### src/rtl/pin_shift_pkg.sv
package pin_shift_pkg;

   localparam int MASK_W = 8;
   localparam int CFG_W  = 2 * MASK_W + 1;

   typedef enum logic [1:0] {
      PH_IDLE = 2'd0,
      PH_LOW  = 2'd1,
      PH_DATA = 2'd2,
      PH_HIGH = 2'd3
   } phase_e;

   // packed so that a raw configuration word casts straight onto it
   typedef struct packed {
      logic              msb_first;
      logic [MASK_W-1:0] data_m;
      logic [MASK_W-1:0] clk_m;
   } shift_cfg_t;

endpackage

### src/rtl/pin_shift_cfg_guard.sv
module pin_shift_cfg_guard
   import pin_shift_pkg::*;
#(
   parameter int               PORT_W   = 18,
   parameter logic [PORT_W-1:0] WRITABLE = '1
) (
   input  logic                    clk,
   input  logic                    rst_n,
   input  logic                    cfg_wr,
   input  logic [CFG_W-1:0]        cfg_word,
   input  logic [PORT_W-1:0]       dir_oe,
   input  logic                    hold,
   output shift_cfg_t              cfg_q,
   output logic                    cfg_ok,
   output logic                    cfg_err
);

   shift_cfg_t        req;
   logic [PORT_W-1:0] req_clk, req_dat;
   logic              req_good;

   always_comb begin
      req      = shift_cfg_t'(cfg_word);
      req_clk  = PORT_W'(req.clk_m);
      req_dat  = PORT_W'(req.data_m);
      req_good = (|(req_clk & WRITABLE)) && (|(req_dat & WRITABLE)) &&
                 (|(req_clk & dir_oe))   && (|(req_dat & dir_oe));
   end

   always_ff @(posedge clk or negedge rst_n) begin
      if (!rst_n) begin
         cfg_q   <= '0;
         cfg_err <= 1'b0;
      end else if (cfg_wr && !hold) begin
         cfg_q   <= req_good ? req : '0;
         cfg_err <= !req_good;
      end
   end

   assign cfg_ok = (|cfg_q.clk_m) && (|cfg_q.data_m);

endmodule

### src/rtl/pin_shift_pacer.sv
module pin_shift_pacer #(
   parameter int DIV_W = 8
) (
   input  logic             clk,
   input  logic             rst_n,
   input  logic             start,
   input  logic             advance,
   input  logic [DIV_W-1:0] div_in,
   output logic             expire
);

   localparam logic [DIV_W-1:0] FLOOR = DIV_W'(2);

   logic [DIV_W-1:0] len_q, cnt_q, eff_len, load_len;

   always_comb begin
      eff_len  = (div_in < FLOOR) ? FLOOR : div_in;
      load_len = start ? eff_len : len_q;
   end

   always_ff @(posedge clk or negedge rst_n) begin
      if (!rst_n) begin
         len_q <= FLOOR;
         cnt_q <= '0;
      end else begin
         if (start) len_q <= eff_len;
         if (start || advance)  cnt_q <= load_len - 1'b1;
         else if (cnt_q != '0)  cnt_q <= cnt_q - 1'b1;
      end
   end

   assign expire = (cnt_q == '0);

endmodule

### src/rtl/pin_shift_seq.sv
module pin_shift_seq
   import pin_shift_pkg::*;
#(
   parameter int PORT_W = 18
) (
   input  logic              clk,
   input  logic              rst_n,
   input  logic              byte_valid,
   input  logic [7:0]        byte_data,
   input  logic              msb_first,
   input  logic              cfg_ok,
   input  logic [PORT_W-1:0] clk_full,
   input  logic [PORT_W-1:0] dat_full,
   input  logic [PORT_W-1:0] port_q,
   input  logic              expire,
   output logic              byte_ready,
   output logic              busy,
   output logic              perm_err,
   output logic              start,
   output logic              advance,
   output logic              port_we,
   output logic [PORT_W-1:0] port_d
);

   phase_e     ph_q;
   logic [7:0] shreg_q;
   logic [2:0] bit_q;
   logic       take, cur_bit;

   always_comb begin
      byte_ready = (ph_q == PH_IDLE);
      busy       = !byte_ready;
      take       = byte_valid && byte_ready;
      start      = take && cfg_ok;
      advance    = busy && expire;
      cur_bit    = msb_first ? shreg_q[7] : shreg_q[0];
   end

   always_ff @(posedge clk or negedge rst_n) begin
      if (!rst_n) begin
         ph_q     <= PH_IDLE;
         shreg_q  <= '0;
         bit_q    <= '0;
         port_we  <= 1'b0;
         port_d   <= '0;
         perm_err <= 1'b0;
      end else begin
         port_we  <= 1'b0;
         perm_err <= take && !cfg_ok;
         if (start) begin
            ph_q    <= PH_LOW;
            shreg_q <= byte_data;
            bit_q   <= '0;
            port_we <= 1'b1;
            port_d  <= port_q & ~clk_full;
         end else if (advance) begin
            unique case (ph_q)
               PH_LOW: begin
                  ph_q    <= PH_DATA;
                  port_we <= 1'b1;
                  port_d  <= (port_q & ~dat_full) | (cur_bit ? dat_full : '0);
               end
               PH_DATA: begin
                  ph_q    <= PH_HIGH;
                  port_we <= 1'b1;
                  port_d  <= port_q | clk_full;
               end
               PH_HIGH: begin
                  if (bit_q == 3'd7) begin
                     ph_q <= PH_IDLE;
                  end else begin
                     ph_q    <= PH_LOW;
                     bit_q   <= bit_q + 3'd1;
                     shreg_q <= msb_first ? {shreg_q[6:0], 1'b0} : {1'b0, shreg_q[7:1]};
                     port_we <= 1'b1;
                     port_d  <= port_q & ~clk_full;
                  end
               end
               default: ph_q <= PH_IDLE;
            endcase
         end
      end
   end

endmodule

### src/rtl/pin_shift_loader.sv
module pin_shift_loader
   import pin_shift_pkg::*;
#(
   parameter int                PORT_W   = 18,
   parameter int                DIV_W    = 8,
   parameter logic [PORT_W-1:0] WRITABLE = '1
) (
   input  logic              clk,
   input  logic              rst_n,
   input  logic              cfg_wr,
   input  logic [16:0]       cfg_word,
   input  logic [PORT_W-1:0] dir_oe,
   output logic              cfg_ok,
   output logic              cfg_err,
   input  logic [DIV_W-1:0]  phase_div,
   input  logic              byte_valid,
   input  logic [7:0]        byte_data,
   output logic              byte_ready,
   output logic              busy,
   output logic              perm_err,
   input  logic [PORT_W-1:0] port_q,
   output logic              port_we,
   output logic [PORT_W-1:0] port_d
);

   localparam int PAD_W = PORT_W - MASK_W;

   if (PORT_W < MASK_W) begin : g_bad_port
      $error("PORT_W must cover the 8-bit pin masks");
   end
   if (DIV_W < 2) begin : g_bad_div
      $error("DIV_W must hold the two-cycle phase floor");
   end

   shift_cfg_t        cfg_q;
   logic [PORT_W-1:0] clk_full, dat_full;
   logic              start, advance, expire;

   if (PAD_W > 0) begin : g_pad
      assign clk_full = {{PAD_W{1'b0}}, cfg_q.clk_m};
      assign dat_full = {{PAD_W{1'b0}}, cfg_q.data_m};
   end else begin : g_nopad
      assign clk_full = cfg_q.clk_m;
      assign dat_full = cfg_q.data_m;
   end

   pin_shift_cfg_guard #(.PORT_W(PORT_W), .WRITABLE(WRITABLE)) u_guard (
      .clk      (clk),
      .rst_n    (rst_n),
      .cfg_wr   (cfg_wr),
      .cfg_word (cfg_word),
      .dir_oe   (dir_oe),
      .hold     (busy),
      .cfg_q    (cfg_q),
      .cfg_ok   (cfg_ok),
      .cfg_err  (cfg_err)
   );

   pin_shift_pacer #(.DIV_W(DIV_W)) u_pacer (
      .clk     (clk),
      .rst_n   (rst_n),
      .start   (start),
      .advance (advance),
      .div_in  (phase_div),
      .expire  (expire)
   );

   pin_shift_seq #(.PORT_W(PORT_W)) u_seq (
      .clk        (clk),
      .rst_n      (rst_n),
      .byte_valid (byte_valid),
      .byte_data  (byte_data),
      .msb_first  (cfg_q.msb_first),
      .cfg_ok     (cfg_ok),
      .clk_full   (clk_full),
      .dat_full   (dat_full),
      .port_q     (port_q),
      .expire     (expire),
      .byte_ready (byte_ready),
      .busy       (busy),
      .perm_err   (perm_err),
      .start      (start),
      .advance    (advance),
      .port_we    (port_we),
      .port_d     (port_d)
   );

endmodule

### config.mk
export PLATFORM = sky130hd
export DESIGN_NAME = pin_shift_loader
export DESIGN_NICKNAME = d
export VERILOG_FILES = /design/src/rtl/pin_shift_pkg.sv /design/src/rtl/pin_shift_cfg_guard.sv /design/src/rtl/pin_shift_pacer.sv /design/src/rtl/pin_shift_seq.sv /design/src/rtl/pin_shift_loader.sv
export SDC_FILE = /design/constraint.sdc
export NUM_CORES = 1
export LEC_CHECK = 0
export BUFFER_PORTS_ARGS = -buffer_cell sky130_fd_sc_hd__buf_4
export CORE_ASPECT_RATIO = 1.75
export CORE_UTILIZATION = 30
export DETAILED_ROUTE_END_ITERATION = 10
export GPL_ROUTABILITY_DRIVEN = 1
export SLEW_MARGIN = 5
export SYNTH_ARGS = -nofsm -noshare
export SYNTH_HDL_FRONTEND = slang
export SYNTH_HIERARCHICAL = 1
export SYNTH_SLANG_ARGS = --single-unit
### constraint.sdc
create_clock -name clk -period 3.6 [get_ports clk]
set_input_delay 0.54 -clock clk [delete_from_list [all_inputs] [get_ports clk]]
set_output_delay 0.54 -clock clk [all_outputs]
set_load 0.02 [all_outputs]
==> impl_metrics.yaml, run 1 <==
sta:
  fin_crit_sh_pct: 83.6
  slew_viol_final: 0
  tns_ps: 0
  clock_skew_ps: 3.71
  fin_crit_ps: 3010
  max_freq_mhz: 332
  slew_headroom_pct: 40.2
  hold_violations: 0
  rsz0062_at_grt: "false"
  tightest_slew_ps: 897
  setup_viol: 0
floorplanning:
  ios: 97
  fp-row-count: 56
  die_w_um: 91.0
  die_h_um: 158
  die_area_um2: 14300
  core_area_um2: 13500
  start_util_pct: 30.9
drt:
  vias: 3666
  routed_via_density: 4.92
  dr_wl_met2_mm: 6.15
  drt_iter0_markers: 258
  ant_nets: 0
  wl_met1_mm: 4.29
  drtPass1Iterations: 4
  drt-wirelength-per-cell_um: 15.1
  routed.top_layer: "met4"
  drc: 0
  met3_length_um: 464
  routed_wl_mm: 11.3
grt:
  grt_max_degree: 68
  grtUsageTotal_pct: 16.3
  grt_overflow_total: 0
  grt_pass1_wl_mm: 18.3
  grt_pass1_vias: 3756
  antenna_found_initial: 0
layout:
  final_cell_mix: "buf_4, dfrtp_1, nand2_1"
  num-nets-final: 646
  antenna_cells: 0
  final_common_cell: "buf_4"
  drive_gt1_share_pct: 23.6
  area_growth_pct: 29.3
clock_network:
  cts_buffers: 9
  h-tree-depth: 3
  post_cts_buffers: 0
  cts_sinks: 67
  clkTransAtPathRegs_ps: 60
  clockRootBuffer: "clkbuf_16"
  cts_tree: "built"
  clk_path_buf_depth: 2
  cts_resized: 0
  ctsHoldBuffers: 0
  clk_latency_ps: 330
critical_path:
  startpoint_type: "flop"
  max_stage_delay_ps: 390
  path_cells: "nor3_1, and3_1, nor2b_1, buf_4, or2_1, mux2i_1, ha_1, o211a_1, nand4_1, xnor2_1, nor2_1"
  worstPathMaxFanout: 8
  cp-end-kind: "flop"
  critPathLaunch: "u_pacer/cnt_q[2]$_DFFE_PN0P_"
  r2r_start: "u_pacer/cnt_q[2]$_DFFE_PN0P_"
  crit_arrival_ps: 3220
  critPathRequiredTime_ps: 3810
  slowest_stage: "nor3_1"
  crit_type: "reg2reg"
status:
  outcome: "finished, final reports clean"
placement:
  dp_hpwl_mm: 8.19
  place.gp.congestion: 0.831
  port_buffers: 86
synthesis:
  ys_seq_area_share_pct: 40.4
  syn_inst: 448
  synthFlopType: "dfrtp_1"
  synth_edf_count: 0
  synth-async-reset-ratio_pct: 100
  syn_area_um2: 4150
  ys_types: 59
  ys_seq_elements: 67
  syn_area_per_cell_um2: 9.27
  synth_warnings: 6
power_and_ir_drop:
  p_leak_uw: 0.00245
  powerDensity_nw_per_um2: 372
  ir_drop_v: 0.000208
  total_power_uw: 2000
hold_path:
  min_path_type: "in2async"
flow_run:
  cap_violations: 0
## area by class of cell
type,count,area [um2]
fill,1406,8080
multi-input combinational,366,2320
sequential,67,1680
timing repair buffer,94,706
clock buffer,10,239
tap,174,218
clock inverter,6,111
inverter,28,105
## stage by stage
stage	hold slack [ps]	util [%]	setup slack [ps]	cells	area, um2
floorplan	244	-	335	496	4330
global placement	488	37.3	636	729	5020
detailed placement	500	37.3	593	729	5020
CTS	364	39.9	566	745	5370
global route	394	39.9	306	745	5370
finish	306	39.9	589	745	5370
## metal layers
metal  vias up  global-route usage [%]
met3        24                    3.41
li1       1803                       -
met5         -                       0
met4         0                    8.47
met1      1751                    17.6
met2        88                    29.7
## critical path, delay by kind of cell, from the launching register on
kind,cells,cell delay [ps]
flops,1,380
fa+ha+maj,1,220
xor+xnor,1,160
simple gates,6,1450
mux,1,240
compound gates,1,170
buf+inv,1,260
## cells in the mapped netlist, types with 2 or more instances
cell,instances,area (um2)
a31oi_1,34,213
o21ai_1,2,10.0
or4_1,3,22.5
o21a_1,3,22.5
mux2_2,2,22.5
nor3_1,5,25.0
o21ai_0,19,95.1
buf_2,13,65.1
inv_1,26,97.6
o221ai_1,2,17.5
and2_1,17,106
nor4_1,3,18.8
nor2_1,40,150
clkbuf_1,9,33.8
a21oi_1,5,25.0
and4_1,2,17.5
nand2_1,59,221
xnor2_1,5,43.8
nand3b_1,2,15.0
nor2b_1,3,18.8
dfrtp_1,66,1650
o211ai_1,17,128
ha_1,7,87.6
o41ai_1,8,70.1
a22oi_1,23,173
buf_6,9,101
o41ai_2,10,163
buf_4,2,15.0
nand2b_1,4,25.0
inv_2,2,7.51
mux2i_1,18,180
## report_power, final
group | switching (uW) | leakage [uW] | internal [uW]
registers | 19.4 | 0.000819 | 767
clock network | 344 | 0.000169 | 696
logic | 87.0 | 0.00147 | 84.4
## final timing paths
kind | endpoint | slack (ps) | depth (start not counted)
max in group asynchronous | u_seq/ph_q[1]$_DFFE_PN0P_ | 2700 | 1
max | u_pacer/cnt_q[6]$_DFFE_PN0P_ | 590 | 11
min in group clk | u_seq/shreg_q[2]$_DFFE_PN0P_ | 410 | 3
max reg2reg | u_pacer/cnt_q[6]$_DFFE_PN0P_ | 590 | 11
min reg2reg | u_pacer/len_q[7]$_DFF_PN0_ | 510 | 1
min | u_pacer/len_q[6]$_DFF_PN0_ | 310 | 1
## state kept, by name, summed over array words and instances (netlist names)
register and flops:
u_seq/bit_q 3, u_pacer/cnt_q 8, u_guard/cfg_q 17, u_pacer/len_q 8, u_seq/ph_q 2, u_seq/shreg_q 8
u_seq/port_d 18, u_seq/port_we 1, u_seq/perm_err 1, u_guard/cfg_err 1
## cells by family after synthesis
group / count (synthesis) / synth area share, %
adders and majority gates: 7 / 2.11
muxes: 22 / 5.57
buffers and inverters: 63 / 8.19
AOI/OAI and AO/OA: 133 / 24.8
xor gates and xnor gates: 5 / 1.05
other: 1 / 0.0903
DFF: 67 / 40.4
and+or+nand+nor: 150 / 17.7
Power figures use the tool's default switching activity.
==> run 2, diff against run 1 <==
Clock period 3.6 ns to 2.8 ns, I/O delays scaled along.
==> impl_metrics.yaml, run 2 (synthesis gave the netlist of run 1 again) <==
critical_path:
  critPathLaunch: "u_pacer/cnt_q[2]$_DFFE_PN0P_"
  cp-end-kind: "flop"
  r2r_start: "u_pacer/cnt_q[2]$_DFFE_PN0P_"
  critPathRequiredTime_ps: 3020
  crit_type: "reg2reg"
  worstPathMaxFanout: 5
  startpoint_type: "flop"
  crit_arrival_ps: 2840
floorplanning:
  start_util_pct: 30.9
  die_w_um: 91.0
  ios: 97
  core_area_um2: 13500
  die_h_um: 158
  fp-row-count: 56
  die_area_um2: 14300
power_and_ir_drop:
  powerDensity_nw_per_um2: 426
  p_leak_uw: 0.00259
  ir_drop_v: 0.000257
layout:
  drive_gt1_share_pct: 29.9
  area_growth_pct: 36.0
  largest-register: "u_seq/port_d"
  regArea_um2: 1680
  nFillCells: 1373
  fin_util_pct: 42.0
  final_cell_mix: "buf_4, dfrtp_1, nand2_1"
  num-nets-final: 677
  reg_top3: "u_seq/port_d: 18 flops, u_guard/cfg_q: 17 flops"
  multi_input_area_um2: 2390
  antenna_cells: 0
  largest_reg_flops: 18
  final_common_cell: "buf_4"
drt:
  drt_iter0_markers: 243
  ant_nets: 0
  drtPass1Iterations: 5
  drc: 0
  vias: 3875
  routed_via_density: 4.99
  routed_wl_mm: 11.7
  drt-wirelength-per-cell_um: 15.0
clock_network:
  clk_path_buf_depth: 2
  cts_buffers: 9
  h-tree-depth: 3
  clockRootBuffer: "clkbuf_16"
  cts_sinks: 67
  cts_tree: "built"
  clkTransAtPathRegs_ps: 60
  clk_latency_ps: 330
  ctsHoldBuffers: 0
sta:
  max_freq_mhz: 381
  hold_violations: 0
  slew_viol_final: 0
  tns_ps: 0
  fin_crit_ps: 2630
  slew_headroom_pct: 39.7
  fin_crit_sh_pct: 93.8
  clock_skew_ps: 6.18
  setup_viol: 0
  tightest_slew_ps: 905
flow_run:
  cap_violations: 0
placement:
  place.gp.congestion: 0.824
  dp_hpwl_mm: 8.27
  port_buffers: 86
hold_path:
  min_path_type: "in2async"
grt:
  antenna_found_initial: 0
  grtUsageTotal_pct: 16.4
  grt_pass1_vias: 3827
  grt_max_degree: 68
  grt_pass1_wl_mm: 18.4
  grt_overflow_total: 0
status:
  outcome: "finished, final reports clean"
==> run 2: cell types whose count changed in the layout (fill, tap and decap cells not counted), sizes merged <==
cell | before | now
clkinv | 1 | 3
clkbuf | 10 | 11
buf | 94 | 125
bufinv | 3 | 1
inv | 29 | 28
==> run 2: final timing paths <==
check | end | slack, ps | cells past startpoint
setup reg to reg | u_pacer/cnt_q[7]$_DFFE_PN0P_ | 170 | 10
hold reg to reg | u_pacer/len_q[7]$_DFF_PN0_ | 510 | 1
max in group asynchronous | u_guard/cfg_q[5]$_DFFE_PN0P_ | 1960 | 1
min in group clk | u_seq/shreg_q[2]$_DFFE_PN0P_ | 290 | 3
setup / recovery | u_pacer/cnt_q[7]$_DFFE_PN0P_ | 170 | 10
hold / removal | u_pacer/len_q[6]$_DFF_PN0_ | 200 | 1
==> run 2: per-layer routing <==
layer	vias up	track usage, %	routed length, um
met1	1890	17.8	4580
met5	-	0	0
met2	101	29.3	6270
met3	17	3.99	496
li1	1867	-	-
met4	0	8.84	301
==> run 2: worst max-delay path, stage by stage, from the launching register on <==
cell and delay (ps):
dfrtp_1 380, nor3_1 190, buf_4 150, and3_1 180, nor2b_1 370, buf_4 230
mux2i_1 180, o21a_1 190, nand2_1 100, nor3_2 220, mux2_4 320
==> run 2: repair_timing <==
item                       in CTS  in global routing
setup endpoints to repair       1                  2
gates cloned                    0                  0
buffers inserted                1                 17
gates resized for setup         1                 17
pin swaps                       0                  5
==> run 2: where the power goes <==
group	switching, uW	leakage, uW	internal, uW
logic	133	0.00163	135
clock network	425	0.000145	709
registers	17.4	0.000817	986
total	575	0.00259	1830
==> run 2: cell type report <==
| class | instances | area share [%] |
|---|---|---|
| multi-input cells | 366 | 42.4 |
| flip-flops and latches | 67 | 29.7 |
| repair buffers | 125 | 16.8 |
| clock buffers | 11 | 4.30 |
| well taps | 174 | 3.85 |
| inverters | 28 | 1.99 |
| clock inverters | 5 | 0.930 |
==> run 2: stage by stage <==
stage	hold WS, ps	total power (uW)	instance area [um2]	worst slack (ps)	std cells
floorplan	124	1130	4380	-196	496
global placement	493	1260	5150	28.8	742
detailed placement	494	1260	5150	-8.57	742
CTS	244	2410	5460	31.2	759
global route	264	2500	5650	-30.9	776
finish	199	2410	5650	175	776
==> run 3, diff against run 2 <==
Clock period 2.8 ns to 2.2 ns, I/O delays scaled along.
==> impl_metrics.yaml, run 3 (synthesis gave the netlist of run 1 again) <==
drt:
  dr_wl_met2_mm: 7.55
  drt-wirelength-per-cell_um: 16.4
  routed.top_layer: "met4"
  routed_wl_mm: 13.7
  routed_via_density: 4.98
  drc: 0
  vias: 4135
  drtPass1Iterations: 6
  wl_met1_mm: 5.00
  met3_length_um: 505
  drt_iter0_markers: 178
  ant_nets: 0
power_and_ir_drop:
  powerDensity_nw_per_um2: 500
  total_power_uw: 3330
  p_leak_uw: 0.00304
  ir_drop_v: 0.000313
clock_network:
  clockRootBuffer: "clkbuf_16"
  ctsHoldBuffers: 0
  cts_sinks: 67
  clk_latency_ps: 330
  clk_path_buf_depth: 2
  cts_buffers: 9
  clkTransAtPathRegs_ps: 60
  h-tree-depth: 3
  cts_tree: "built"
sta:
  clock_skew_ps: 6.05
  hold_violations: 0
  setup_viol: 27
  slew_headroom_pct: 41.1
  max_freq_mhz: 375
  fin_crit_sh_pct: 121
  rsz0062_at_grt: "true"
  slew_viol_final: 0
  setup_slack_ps: -468
  tightest_slew_ps: 884
  fin_crit_ps: 2670
floorplanning:
  fp-row-count: 56
  core_area_um2: 13500
  start_util_pct: 30.9
  ios: 97
  die_area_um2: 14300
  die_h_um: 158
  die_w_um: 91.0
layout:
  num-nets-final: 732
  reg_top3: "u_seq/port_d: 18 flops, u_guard/cfg_q: 17 flops"
  multi_input_area_um2: 2700
  largest_reg_flops: 18
  design_area_um2: 6670
  antenna_cells: 0
  nFillCells: 1226
  largest-register: "u_seq/port_d"
  drive_gt1_share_pct: 42.2
  area_growth_pct: 60.5
  final_cell_mix: "buf_4, dfrtp_1, nand2_1"
  regArea_um2: 1680
  final_common_cell: "buf_4"
critical_path:
  path_cells: "or4_4, nor2_4, a21oi_4, nand3_4, inv_6, or4b_4, nor2_2, nor2_1, mux2i_2, ha_2, o211a_1, nand4_1, xnor2_1, nor2_1"
  slowest_stage: "or4b_4"
  r2r_start: "u_guard/cfg_q[8]$_DFFE_PN0P_"
  startpoint_type: "flop"
  crit_arrival_ps: 2890
  crit_top_cell: "nor2_1"
  max_stage_delay_ps: 500
  cp-end-kind: "flop"
  rrSetupSlack_ps: -470
  rr_worst_depth: 14
  crit_type: "reg2reg"
  rr_endpoint: "u_pacer/cnt_q[6]$_DFFE_PN0P_"
  worstPathMaxFanout: 5
  critPathRequiredTime_ps: 2420
placement:
  place.gp.congestion: 0.852
  pre_cts_ws_ps: -564
  port_buffers: 86
  dp_hpwl_mm: 8.90
  placed_area_um2: 5500
grt:
  grtUsageTotal_pct: 19.6
  grt_pass1_vias: 4347
  antenna_found_initial: 0
  grt_overflow_total: 0
  grt_max_degree: 68
  grt_pass1_wl_mm: 21.7
status:
  violations: "negative setup slack"
  outcome: "finished, violations left"
hold_path:
  min_path_type: "in2async"
flow_run:
  cap_violations: 0
## run 3: cell count changes in the layout (fill, tap and decap cells not counted), sizes merged
cell | before | now
clkinvlp | 1 | 4
clkbuf | 11 | 10
clkinv | 3 | 0
buf | 125 | 179
bufinv | 1 | 3
## run 3: report_power, final
part | leakage, uW | switching [uW] | internal (uW)
clock | 0.000161 | 557 | 1140
sequential | 0.000819 | 13.7 | 1260
combinational | 0.00206 | 189 | 183
total | 0.00304 | 759 | 2580
## run 3: layout make-up
cell class / count / share of cell area [%]
Clock buffer: 10 / 3.58
Clock inverter: 6 / 1.69
Inverter: 28 / 1.65
Multi-Input combinational cell: 366 / 40.5
Sequential cell: 67 / 25.2
Tap cell: 174 / 3.26
Timing Repair Buffer: 179 / 24.1
Timing Repair inverter: 1 / 0.113
## run 3: what timing repair did
action | CTS | global route
pin swaps | 20 | 15
setup buffers | 22 | 3
setup endpoints to repair | 26 | 31
resized for setup | 63 | 42
cloned | 9 | 0
## run 3: through the flow
step	utilization (%)	hold slack [ps]	setup TNS (ps)	instances
6_report	49.6	121	-8190	831
5_1_grt	49.6	194	-10650	831
4_1_cts	48.2	147	-6920	829
3_5_place_dp	40.9	507	-5520	783
3_3_place_gp	40.9	506	-4720	783
2_1_floorplan	-	34.4	-3810	496
## run 3: critical path, delay by kind of cell, from the launching register on
family | cells | cell delay, ps
AND/OR/NAND/NOR | 8 | 1170
flip-flops | 1 | 370
AO/OA/AOI/OAI | 2 | 300
adder cells (fa/ha/maj) | 1 | 210
XOR/XNOR | 1 | 200
multiplexers | 1 | 190
buffers and inverters | 1 | 110
## run 3: worst max-delay path by stage
stage / startpoint / endpoint / slack (ps) / cells after the start
final: u_guard/cfg_q[8]$_DFFE_PN0P_ / u_pacer/cnt_q[6]$_DFFE_PN0P_ / -470 / 14
after global routing: u_guard/cfg_q[8]$_DFFE_PN0P_ / u_pacer/cnt_q[6]$_DFFE_PN0P_ / -550 / 14
after CTS: u_guard/cfg_q[12]$_DFFE_PN0P_ / u_pacer/cnt_q[6]$_DFFE_PN0P_ / -420 / 14
after detailed placement: u_guard/cfg_q[10]$_DFFE_PN0P_ / u_pacer/cnt_q[6]$_DFFE_PN0P_ / -560 / 12
after global placement: u_guard/cfg_q[10]$_DFFE_PN0P_ / u_pacer/cnt_q[6]$_DFFE_PN0P_ / -440 / 12
after floorplan: u_guard/cfg_q[10]$_DFFE_PN0P_ / u_pacer/cnt_q[6]$_DFFE_PN0P_ / -790 / 17
## run 3: routing by layer
metal / GRT usage (%) / vias up
li1: - / 1986
met5: 0 / -
met3: 3.94 / 37
met4: 10.7 / 0
met2: 36.8 / 109
met1: 20.2 / 2003
